`src/rtl/rrl_pkg.sv`:
```
package rrl_pkg;
    localparam int ADDR_W     = 64;
    localparam int SIZE_W     = 5;
    localparam int USEFUL_W   = 7;
    localparam int RTS_BIAS   = 31;
    localparam int ENTRY_LOG2 = 4;   // 16-byte table entries
    localparam int WORD1_OFS  = 8;   // second doubleword of an entry

    typedef enum logic [2:0] {
        ST_IDLE,
        ST_PART_ISSUE,
        ST_PART_WAIT,
        ST_PROC_ISSUE,
        ST_PROC_WAIT,
        ST_DONE,
        ST_FAULT
    } rrl_state_e;
endpackage

```
`src/rtl/rrl_id_select.sv`:
```
module rrl_id_select #(
    parameter int LPID_W = 12,
    parameter int PID_W  = 20
) (
    input  logic              hv,
    input  logic              pr,
    input  logic [1:0]        quad,
    input  logic [LPID_W-1:0] lpid_reg,
    input  logic [PID_W-1:0]  pid_reg,
    output logic [LPID_W-1:0] eff_lpid,
    output logic [PID_W-1:0]  eff_pid,
    output logic              quad_err
);
    always_comb begin
        eff_lpid = hv ? '0 : lpid_reg;
        quad_err = 1'b0;
        eff_pid  = pid_reg;
        if (hv && !pr) begin
            // kernel-side hypervisor: upper half of the space is PID 0
            eff_pid = quad[1] ? '0 : pid_reg;
        end else begin
            unique case (quad)
                2'b11:   eff_pid = '0;
                2'b00:   eff_pid = pid_reg;
                default: begin
                    eff_pid  = '0;
                    quad_err = 1'b1;
                end
            endcase
        end
    end
endmodule

```
`src/rtl/rrl_addr_gen.sv`:
```
module rrl_addr_gen
    import rrl_pkg::*;
#(
    parameter int LPID_W = 12,
    parameter int PID_W  = 20
) (
    input  logic [ADDR_W-1:0] ptcr_q,
    input  logic [LPID_W-1:0] lpid_q,
    input  logic [ADDR_W-1:0] part_word_q,
    input  logic [PID_W-1:0]  pid_q,
    output logic [ADDR_W-1:0] part_addr,
    output logic [ADDR_W-1:0] proc_addr
);
    localparam int BASE_HI = 59;
    localparam int BASE_LO = 12;

    logic [ADDR_W-1:0] part_base;
    logic [ADDR_W-1:0] proc_base;
    logic [ADDR_W-1:0] lpid_ofs;
    logic [ADDR_W-1:0] pid_ofs;
    logic              unused_table_bits;

    assign part_base = {4'b0, ptcr_q[BASE_HI:BASE_LO], {BASE_LO{1'b0}}};
    assign proc_base = {4'b0, part_word_q[BASE_HI:BASE_LO], {BASE_LO{1'b0}}};
    assign lpid_ofs  = ADDR_W'(lpid_q) << ENTRY_LOG2;
    assign pid_ofs   = ADDR_W'(pid_q) << ENTRY_LOG2;

    assign part_addr = part_base + lpid_ofs + ADDR_W'(WORD1_OFS);
    assign proc_addr = proc_base + pid_ofs;

    assign unused_table_bits = ^{ptcr_q[ADDR_W-1:BASE_HI+1], ptcr_q[BASE_LO-1:0],
                                 part_word_q[ADDR_W-1:BASE_HI+1], part_word_q[BASE_LO-1:0]};
endmodule

```
`src/rtl/rrl_entry_decode.sv`:
```
module rrl_entry_decode
    import rrl_pkg::*;
(
    input  logic [ADDR_W-1:0]   entry,
    output logic [ADDR_W-1:0]   root_base,
    output logic [SIZE_W-1:0]   root_size,
    output logic [USEFUL_W-1:0] useful_bits
);
    logic [4:0] tree_code;
    logic       unused_entry_bits;

    assign root_base   = {4'b0, entry[59:8], 8'b0};
    assign root_size   = entry[SIZE_W-1:0];
    assign tree_code   = {entry[62:61], entry[7:5]};
    assign useful_bits = USEFUL_W'(tree_code) + USEFUL_W'(RTS_BIAS);

    assign unused_entry_bits = entry[63] ^ entry[60];
endmodule

```
`src/rtl/radix_root_locator.sv`:
```
module radix_root_locator
    import rrl_pkg::*;
#(
    parameter int LPID_W = 12,
    parameter int PID_W  = 20
) (
    input  logic                clk,
    input  logic                rst_n,
    input  logic                req_valid,
    input  logic [63:0]         req_vaddr,
    input  logic [63:0]         ptcr,
    input  logic                msr_hv,
    input  logic                msr_pr,
    input  logic [LPID_W-1:0]   lpid_reg,
    input  logic [PID_W-1:0]    pid_reg,
    output logic                rd_req_valid,
    output logic [63:0]         rd_addr,
    input  logic                rd_resp_valid,
    input  logic [63:0]         rd_resp_data,
    output logic                done,
    output logic                err,
    output logic [63:0]         root_base,
    output logic [4:0]          root_size,
    output logic [6:0]          useful_bits
);
    rrl_state_e state_q, state_d;

    logic [ADDR_W-1:0] ptcr_q;
    logic [LPID_W-1:0] lpid_q;
    logic [PID_W-1:0]  pid_q;
    logic [ADDR_W-1:0] part_word_q;
    logic [ADDR_W-1:0] proc_word_q;

    logic [LPID_W-1:0] eff_lpid;
    logic [PID_W-1:0]  eff_pid;
    logic              quad_err;
    logic [ADDR_W-1:0] part_addr;
    logic [ADDR_W-1:0] proc_addr;
    logic              unused_vaddr;

    assign unused_vaddr = ^req_vaddr[61:0];

    rrl_id_select #(.LPID_W(LPID_W), .PID_W(PID_W)) u_ids (
        .hv       (msr_hv),
        .pr       (msr_pr),
        .quad     (req_vaddr[63:62]),
        .lpid_reg (lpid_reg),
        .pid_reg  (pid_reg),
        .eff_lpid (eff_lpid),
        .eff_pid  (eff_pid),
        .quad_err (quad_err)
    );

    rrl_addr_gen #(.LPID_W(LPID_W), .PID_W(PID_W)) u_addr (
        .ptcr_q      (ptcr_q),
        .lpid_q      (lpid_q),
        .part_word_q (part_word_q),
        .pid_q       (pid_q),
        .part_addr   (part_addr),
        .proc_addr   (proc_addr)
    );

    rrl_entry_decode u_dec (
        .entry       (proc_word_q),
        .root_base   (root_base),
        .root_size   (root_size),
        .useful_bits (useful_bits)
    );

    // state register
    always_ff @(posedge clk) begin
        if (!rst_n) state_q <= ST_IDLE;
        else        state_q <= state_d;
    end

    // next-state logic
    always_comb begin
        state_d = state_q;
        unique case (state_q)
            ST_IDLE:       if (req_valid) state_d = quad_err ? ST_FAULT : ST_PART_ISSUE;
            ST_PART_ISSUE: state_d = ST_PART_WAIT;
            ST_PART_WAIT:  if (rd_resp_valid) state_d = ST_PROC_ISSUE;
            ST_PROC_ISSUE: state_d = ST_PROC_WAIT;
            ST_PROC_WAIT:  if (rd_resp_valid) state_d = ST_DONE;
            ST_DONE:       state_d = ST_IDLE;
            ST_FAULT:      state_d = ST_IDLE;
            default:       state_d = ST_IDLE;
        endcase
    end

    // request context and fetched table words
    always_ff @(posedge clk) begin
        if (!rst_n) begin
            ptcr_q      <= '0;
            lpid_q      <= '0;
            pid_q       <= '0;
            part_word_q <= '0;
            proc_word_q <= '0;
        end else begin
            if (state_q == ST_IDLE && req_valid && !quad_err) begin
                ptcr_q <= ptcr;
                lpid_q <= eff_lpid;
                pid_q  <= eff_pid;
            end
            if (state_q == ST_PART_WAIT && rd_resp_valid) part_word_q <= rd_resp_data;
            if (state_q == ST_PROC_WAIT && rd_resp_valid) proc_word_q <= rd_resp_data;
        end
    end

    // outputs
    always_comb begin
        rd_req_valid = 1'b0;
        rd_addr      = proc_addr;
        done         = 1'b0;
        err          = 1'b0;
        unique case (state_q)
            ST_PART_ISSUE: begin rd_req_valid = 1'b1; rd_addr = part_addr; end
            ST_PART_WAIT:  rd_addr = part_addr;
            ST_PROC_ISSUE: rd_req_valid = 1'b1;
            ST_DONE:       done = 1'b1;
            ST_FAULT:      begin done = 1'b1; err = 1'b1; end
            default:       ;
        endcase
    end
endmodule

```
`config.mk`:
```
export PLATFORM = sky130hd
export DESIGN_NAME = radix_root_locator
export DESIGN_NICKNAME = d
export VERILOG_FILES = /design/src/rtl/rrl_pkg.sv /design/src/rtl/rrl_id_select.sv /design/src/rtl/rrl_addr_gen.sv /design/src/rtl/rrl_entry_decode.sv /design/src/rtl/radix_root_locator.sv
export SDC_FILE = /design/constraint.sdc
export NUM_CORES = 1
export LEC_CHECK = 0
export BUFFER_PORTS_ARGS = -buffer_cell sky130_fd_sc_hd__buf_2
export CAP_MARGIN = 15
export CELL_PAD_IN_SITES_DETAIL_PLACEMENT = 1
export CELL_PAD_IN_SITES_GLOBAL_PLACEMENT = 1
export CORE_AREA = 2 2 151 227
export CTS_CLUSTER_SIZE = 20
export DETAILED_ROUTE_END_ITERATION = 6
export DIE_AREA = 0 0 153 229
export GPL_TIMING_DRIVEN = 0
export HOLD_SLACK_MARGIN = 0.08
export PLACE_DENSITY = 0.89
export REMOVE_ABC_BUFFERS = 1
export SLEW_MARGIN = 20
export SYNTH_ARGS = -nofsm -noshare
export SYNTH_HDL_FRONTEND = slang
export SYNTH_HIERARCHICAL = 1
export SYNTH_SLANG_ARGS = --single-unit
```
`constraint.sdc`:
```
create_clock -name clk -period 5.6 [get_ports clk]
set_input_delay 1.68 -clock clk [delete_from_list [all_inputs] [get_ports clk]]
set_output_delay 1.68 -clock clk [all_outputs]
set_load 0.01 [all_outputs]
```
======== Word-level counts from Yosys, hierarchy flattened ========
Index checks and enable logic that the tools add are counted.
cells by class
  add/sub/neg operators ................... 4
  equal/unequal tests ..................... 10
  muxes and demuxes ....................... 15
  reduce and logical (&&, ||, !) cells .... 14
operator list
  cell                                                             number
  64-bit by 4-bit adder with 64-bit output, second input constant  1
  64-bit two-way mux                                               1
  60-bit by 16-bit adder with 61-bit output                        1
  60-bit by 24-bit adder with 61-bit output                        1
  20-bit two-way mux                                               3
  3-bit one-hot mux with 5 select lines                            1
  12-bit two-way mux                                               1
  3-bit two-way mux                                                4
  3-bit == test, second input constant                             3
  2-bit OR reduction                                               4
  5-bit by 5-bit adder with 6-bit output, second input constant    1
  3-bit by 2-bit == test with 1-bit output, second input constant  2
  2-bit != test, second input constant                             3
  1-bit logical AND                                                5
  1-bit two-way mux                                                5
  3-bit by 1-bit == test with 1-bit output, second input constant  1
  3-bit logical NOT                                                1
  3-bit AND reduction                                              1
  2-bit == test, second input constant                             1
  1-bit logical NOT                                                2
  2-bit logical NOT                                                1
storage, ports and cells
  bits in registers ....................... 218
  bits of input ports ..................... 230
  output and inout port bits .............. 143
  logic and storage cells ................. 49

======== Depth between registers and ports, before layout ========
Gate-level depths: netlist (run 1).
  word-level depth ........................ 7
  gate-level depth with buffers ........... 10
  gate-level depth less buffers ........... 9

======== Hierarchy ========
The synthesis (run 1) kept the hierarchy.
by module, submodules not included
  module              times used  cells each  area an instance (µm²)  sequential area each (µm²)
  radix_root_locator  1           1068        9151.3                  4544.4
  rrl_addr_gen        1           377         2665.1                  0.0
  rrl_id_select       1           88          651.9                   0.0
  rrl_entry_decode    1           82          609.3                   0.0

======== Worst setup path after synthesis (run 1) ========
Ideal clock, no wire load.
  kind .................................... register to output
  start ................................... reg pid_q[8]
  end ..................................... out rd_addr[26]
  arrival ................................. 2401 ps
  data required time ...................... 3920 ps
  path slack .............................. 1519 ps
  cell stages (with the launch flop) ...... 10
  path buffers ............................ 0
  cell sequence ........................... dfxtp_1 > ha_1 > fa_1 > a21o_1 > a221oi_4 > nor3b_4 > or2_1 > and3_1 > xor2_1 > mux2_2
on the way
  cells in the longest elaborated chain, start to end .. 2
RTL lines
  item                                       RTL line                   text
  from (decl)                                radix_root_locator.sv:30   logic [PID_W-1:0] pid_q;
  from (signal assigned)                     radix_root_locator.sv:103  pid_q <= eff_pid;
  60-bit by 24-bit adder with 61-bit output  rrl_addr_gen.sv:29         assign proc_addr = proc_base + pid_ofs;
  named net proc_addr[26]                    radix_root_locator.sv:38   logic [ADDR_W-1:0] proc_addr;
  64-bit two-way mux                         radix_root_locator.sv:116  unique case (state_q)
  to (decl)                                  radix_root_locator.sv:17   output logic [63:0] rd_addr,
The timed path passes the listed nets, and every way through them passes these cells.

======== Final worst setup path (run 1) ========
  start ................................... reg part_word_q[12]
  end ..................................... out rd_addr[26]
on the way
  cells in the longest elaborated chain, start to end .. 2
RTL lines
  item                                       RTL line                   text
  from (decl)                                radix_root_locator.sv:31   logic [ADDR_W-1:0] part_word_q;
  from (signal assigned)                     radix_root_locator.sv:105  if (state_q == ST_PART_WAIT && rd_resp_valid) part_word_q <= rd_resp_data;
  60-bit by 24-bit adder with 61-bit output  rrl_addr_gen.sv:29
  named net proc_addr[26]                    radix_root_locator.sv:38
  64-bit two-way mux                         radix_root_locator.sv:116
The timed path passes the listed nets, and every way through them passes these cells.

==> results of run 1 <==
==> layout make-up <==
cell class                      instances  area (sq um)
Timing Repair Buffer                  292          1660
Multi-Input combinational cell       1095          6850
Tap cell                              420           526
Clock buffer                           19           443
Sequential cell                       193          3860
Antenna cell                            4          10.0
Inverter                               15          61.3
Fill cell                            4049         19600
Clock inverter                         13           129
==> through the flow <==
stage                     utilization (%)  instance area (sq um)  setup slack (ns)
final                                40.9                  13500             0.621
after global routing                 40.9                  13500             0.469
after CTS                            40.8                  13500             0.563
after detailed placement             39.1                  13000             0.517
after global placement               38.0                  12600             -4.59
after floorplan                         -                  10700             -1.96
==> flip-flops by register name, summed over array words and instances (netlist names) <==
register	count
part_word_q	48
pid_q	20
state_q	3
proc_word_q	62
lpid_q	12
ptcr_q	48
==> worst max-delay path, stage by stage, from the launching register on <==
cell	delay [ns]
dfxtp_1	0.35
ha_1	0.25
fa_1	0.43
a21o_1	0.24
a221oi_4	0.35
nor3b_4	0.10
or2_1	0.31
and3_1	0.22
xor2_1	0.17
mux2_2	0.29
buf_2	0.14
==> power groups by stage <==
stage	Sequential (mW)	Combinational [mW]	Clock, mW
3_3_place_gp	1.57	0.779	0
4_1_cts	1.55	0.819	1.26
5_1_grt	1.56	0.878	1.31
2_1_floorplan	1.56	0.495	0
6_report	1.55	0.811	1.23
3_5_place_dp	1.58	0.814	0
==> worst min path at each step <==
stage / slack, ns / end / startpoint / cells after the start
after floorplan: 0.43 / pid_q[7]$_SDFFE_PN0P_ / pid_q[7]$_SDFFE_PN0P_ / 2
after CTS: 0.46 / proc_word_q[32]$_SDFFE_PN0P_ / proc_word_q[32]$_SDFFE_PN0P_ / 2
after global routing: 0.49 / proc_word_q[18]$_SDFFE_PN0P_ / proc_word_q[18]$_SDFFE_PN0P_ / 2
final: 0.46 / proc_word_q[32]$_SDFFE_PN0P_ / proc_word_q[32]$_SDFFE_PN0P_ / 2
after detailed placement: 0.45 / proc_word_q[32]$_SDFFE_PN0P_ / proc_word_q[32]$_SDFFE_PN0P_ / 2
after global placement: 0.44 / lpid_q[0]$_SDFFE_PN0P_ / lpid_q[0]$_SDFFE_PN0P_ / 2
==> routing by layer <==
metal	vias to the layer above	global-route usage, %	part of all wire [%]
met5	-	0	0
met4	0	11.7	5.6
met3	92	3.67	3.8
met2	271	35.4	48
met1	4947	23.8	42
li1	5074	-	-
==> impl_metrics.json, run 1 <==
{
  "cts_buffers": 17,
  "routedWlPerCell_um": 17.8,
  "gp_congestion": 0.845,
  "whs_ns": 0.457,
  "crit_start": "part_word_q[12]$_SDFFE_PN0P_",
  "final_cell_mix": "442 x nand2_1, 272 x buf_2, 193 x dfxtp_1",
  "p_comb_share_pct": 22.6,
  "nets": 1864,
  "worst_ir_drop_vdd_uv": 194,
  "clkPwrFrac_pct": 34.2,
  "grt_max_degree": 84,
  "ctsResizeCount": 0,
  "timing.rr.end": "ptcr_q[46]$_SDFFE_PN0P_",
  "clkTransAtPathRegs_ns": 0.08,
  "cts_tree": "built",
  "htree_levels": 4,
  "mostFrequentLayoutCell": "nand2_1",
  "crit_path_end": "rd_addr[26]",
  "path_max_fanout": 5,
  "netSwitchingPower_mw": 1.14,
  "rows": 82,
  "endpoint_kind": "primary output",
  "ys_warn_count": 6,
  "final_hold_viol_count": 0,
  "areaGrowthSynthToFinish_pct": 13.9,
  "hp-class": "reg2reg",
  "pin_count": 373,
  "required_ns": 3.92,
  "fmax_ghz": 0.201,
  "instances_no_fill": 2051,
  "initial_core_util_pct": 35.9,
  "fin_crit_ns": 4.98,
  "portBuffers": 273,
  "clock_latency_ns": 0.46,
  "via_count": 10400,
  "setup_viol": 0,
  "globalRouteOverflowTotal": 0,
  "synthCells": 1478,
  "worst_pin_slew_ns": 0.927,
  "cap_viol_max_count": 0,
  "drtIter0Drc": 462,
  "fin_crit_sh_pct": 88.9,
  "internal_power_mw": 2.45,
  "firstDrtPassIters": 4,
  "crit_type": "reg2out",
  "dieHeight_um": 229,
  "total_power_mw": 3.59,
  "gr-usage-all-layers_pct": 20.5,
  "hpwl_um": 28200,
  "cp_data_arrival_time_ns": 3.30,
  "rsz0062_at_grt": "false",
  "slew_viol_final": 0,
  "die_area_sq_um": 35000,
  "sw_frac_of_total_pct": 31.7,
  "die_x_um": 153,
  "dp_cells": 2015,
  "ant_nets": 0,
  "root_buffer": "clkbuf_16",
  "r2r_cells": 8,
  "power.leakage_nw": 5.66,
  "grt_pass1_vias": 11000,
  "wl_um": 36600,
  "rrSetupSlack_ns": 2.89,
  "cts_setup_buffers": 0,
  "core_sq_um": 33100,
  "seqPwrFrac_pct": 43.2,
  "relSlewSlack_pct": 37.7,
  "outcome": "complete, no violations",
  "rr_startpoint": "state_q[2]$_SDFFE_PN0P_",
  "grt_pass1_wl_um": 57500,
  "skew_ns": 0.0107,
  "startpoint_type": "flop",
  "synth_area_sq_um": 11900,
  "clockBufferDepth": 2,
  "syn_area_per_cell_sq_um": 8.04,
  "cts_hold_buf": 0,
  "cts_num_sinks": 193,
  "drcViolationCount": 0,
  "drive_above_1_share_pct": 27.1,
  "antenna_found_initial": 4,
  "pwr_density_cell_nw_per_um2": 265,
  "avgViaCountPerCell": 5.06,
  "final.setup.tns_ns": 0
}
(Power assumes the default switching activity.)
==> run 2, diff against run 1 <==
--- a/config.mk
+++ b/config.mk
@@ -9,10 +9,10 @@
 export CAP_MARGIN = 15
 export CELL_PAD_IN_SITES_DETAIL_PLACEMENT = 1
 export CELL_PAD_IN_SITES_GLOBAL_PLACEMENT = 1
-export CORE_AREA = 2 2 151 227
+export CORE_AREA = 10 10 159 235
 export CTS_CLUSTER_SIZE = 20
 export DETAILED_ROUTE_END_ITERATION = 6
-export DIE_AREA = 0 0 153 229
+export DIE_AREA = 0 0 169 245
 export GPL_TIMING_DRIVEN = 0
 export HOLD_SLACK_MARGIN = 0.08
 export PLACE_DENSITY = 0.89
==> run 2 against run 1 <==
  * Setup slack worse by 0.027 ns
  * First-iteration DRC count unchanged
  * Hold slack worse by 0.0014 ns
  * Clock power up 3%
  * Critical path depth unchanged
  * Sequential cell count unchanged
  * Register-to-register slack worse by 0.37 ns
  * Via count up 0.32%
  * Die area up 18%
  * Total power up 1.5%
  * Cell area up 0.43%
==> impl_metrics.json, run 2 (synthesis gave the netlist of run 1 again) <==
{
  "fin_crit_sh_pct": 89.4,
  "die_x_um": 169,
  "drcViolationCount": 0,
  "p_comb_share_pct": 22.6,
  "outcome": "complete, no violations",
  "max_stage_delay_ns": 0.42,
  "clkTransAtPathRegs_ns": 0.08,
  "cp_cell_sequence": "ha_1, fa_1, a21o_1, a221oi_4, nor3b_4, or2_1, and3_1, xor2_1, mux2_2, buf_2",
  "netSwitchingPower_mw": 1.14,
  "endpoint_kind": "primary output",
  "path_depth": 10,
  "core_sq_um": 33100,
  "initial_core_util_pct": 35.9,
  "clkPwrFrac_pct": 34.8,
  "clockBufferDepth": 2,
  "rows": 82,
  "power.leakage_nw": 5.70,
  "fill_cells": 4036,
  "cap_viol_max_count": 0,
  "hpwl_um": 30800,
  "sw_frac_of_total_pct": 31.4,
  "ant_nets": 0,
  "internal_power_mw": 2.50,
  "instances_no_fill": 2058,
  "root_buffer": "clkbuf_16",
  "total_power_mw": 3.64,
  "largest-register": "proc_word_q",
  "avgViaCountPerCell": 5.06,
  "grt_pass1_vias": 11200,
  "skew_ns": 0.00824,
  "die_area_sq_um": 41400,
  "antenna_found_initial": 8,
  "crit_type": "reg2out",
  "largest_register_ffs": 62,
  "drtIter0Drc": 462,
  "clock_latency_ns": 0.46,
  "setup_viol": 0,
  "cp_data_arrival_time_ns": 3.33,
  "path_max_fanout": 5,
  "whs_ns": 0.456,
  "htree_levels": 4,
  "firstDrtPassIters": 5,
  "areaGrowthSynthToFinish_pct": 14.4,
  "rsz0062_at_grt": "false",
  "gr-usage-all-layers_pct": 18.4,
  "pin_count": 373,
  "relSlewSlack_pct": 39.5,
  "dp_cells": 2016,
  "hp-class": "reg2reg",
  "mostFrequentLayoutCell": "nand2_1",
  "via_count": 10400,
  "required_ns": 3.92,
  "grt_pass1_wl_um": 61200,
  "cts_hold_buf": 0,
  "seqPwrFrac_pct": 42.6,
  "fmax_ghz": 0.200,
  "min_path_cells": 2,
  "cts_num_sinks": 193,
  "cts_buffers": 17,
  "routedWlPerCell_um": 19.3,
  "cts_tree": "built",
  "final_hold_viol_count": 0,
  "gp_congestion": 0.897,
  "cts_setup_buffers": 0,
  "critPathSlowestCell": "fa_1",
  "nets": 1865,
  "portBuffers": 273,
  "worst_ir_drop_vdd_uv": 205,
  "globalRouteOverflowTotal": 0,
  "drive_above_1_share_pct": 27.2,
  "fin_crit_ns": 5.01,
  "cp_top_family": "adder cells",
  "reg_top3": "proc_word_q x62, part_word_q x48, ptcr_q x48",
  "startpoint_type": "flop",
  "worst_pin_slew_ns": 0.900,
  "pwr_density_cell_nw_per_um2": 268,
  "slew_viol_final": 0,
  "r2r_cells": 9,
  "path_buf_inv": 1,
  "ctsResizeCount": 0,
  "wl_um": 39800,
  "dieHeight_um": 245,
  "grt_max_degree": 107,
  "final_cell_mix": "442 x nand2_1, 272 x buf_2, 193 x dfxtp_1"
}
## run 2: final cells by class
class	count	area [sq um]	area share (%)
multi-input cells	1095	6850	50.4
repair buffers	293	1680	12.3
clock buffers	21	480	3.53
well taps	420	526	3.86
flip-flops and latches	193	3860	28.4
diodes	10	25.0	0.184
inverters	15	61.3	0.451
clock inverters	11	116	0.856
## run 2: power by group through the flow
stage | clock, mW | combinational, mW | sequential [mW]
floorplan | 0 | 0.495 | 1.56
global route | 1.34 | 0.894 | 1.56
detailed placement | 0 | 0.824 | 1.58
global placement | 0 | 0.785 | 1.57
finish | 1.27 | 0.824 | 1.55
CTS | 1.30 | 0.831 | 1.55
## run 2: worst paths after layout
path,endpoint,slack [ns],from
worst min register to register,proc_word_q[8]$_SDFFE_PN0P_,0.46,proc_word_q[8]$_SDFFE_PN0P_
worst max-delay path,rd_addr[28],0.59,part_word_q[12]$_SDFFE_PN0P_
worst max register to register,ptcr_q[55]$_SDFFE_PN0P_,2.52,state_q[2]$_SDFFE_PN0P_
worst min-delay path,proc_word_q[8]$_SDFFE_PN0P_,0.46,proc_word_q[8]$_SDFFE_PN0P_
## run 2: metrics by stage
step	util [%]	worst slack, ns	TNS, ns	instance area (sq um)
floorplan	-	-1.96	-203.27	10700
global placement	38.0	-4.30	-705.19	12600
detailed placement	39.2	0.214	0	13000
finish	41.0	0.595	0	13600
global route	41.0	0.429	0	13600
CTS	41.0	0.576	0	13600
## run 2: layer usage
layer  vias to the layer above  share of wire [%]  GRT usage [%]
li1                       5065                  -              -
met1                      4983                 39           19.7
met2                       275                 50           31.8
met3                        94                5.0           4.41
met4                         0                5.9           12.1
met5                         -                  0              0
## run 2: worst reg2reg max path, cell delays in order (launching register included)
cell and delay (ns):
dfxtp_1 0.49, or3b_1 0.51, nor3_4 0.59, buf_8 0.25
buf_8 0.17, buf_8 0.18, buf_8 0.19, buf_8 0.19
buf_8 0.20, mux2i_1 0.22
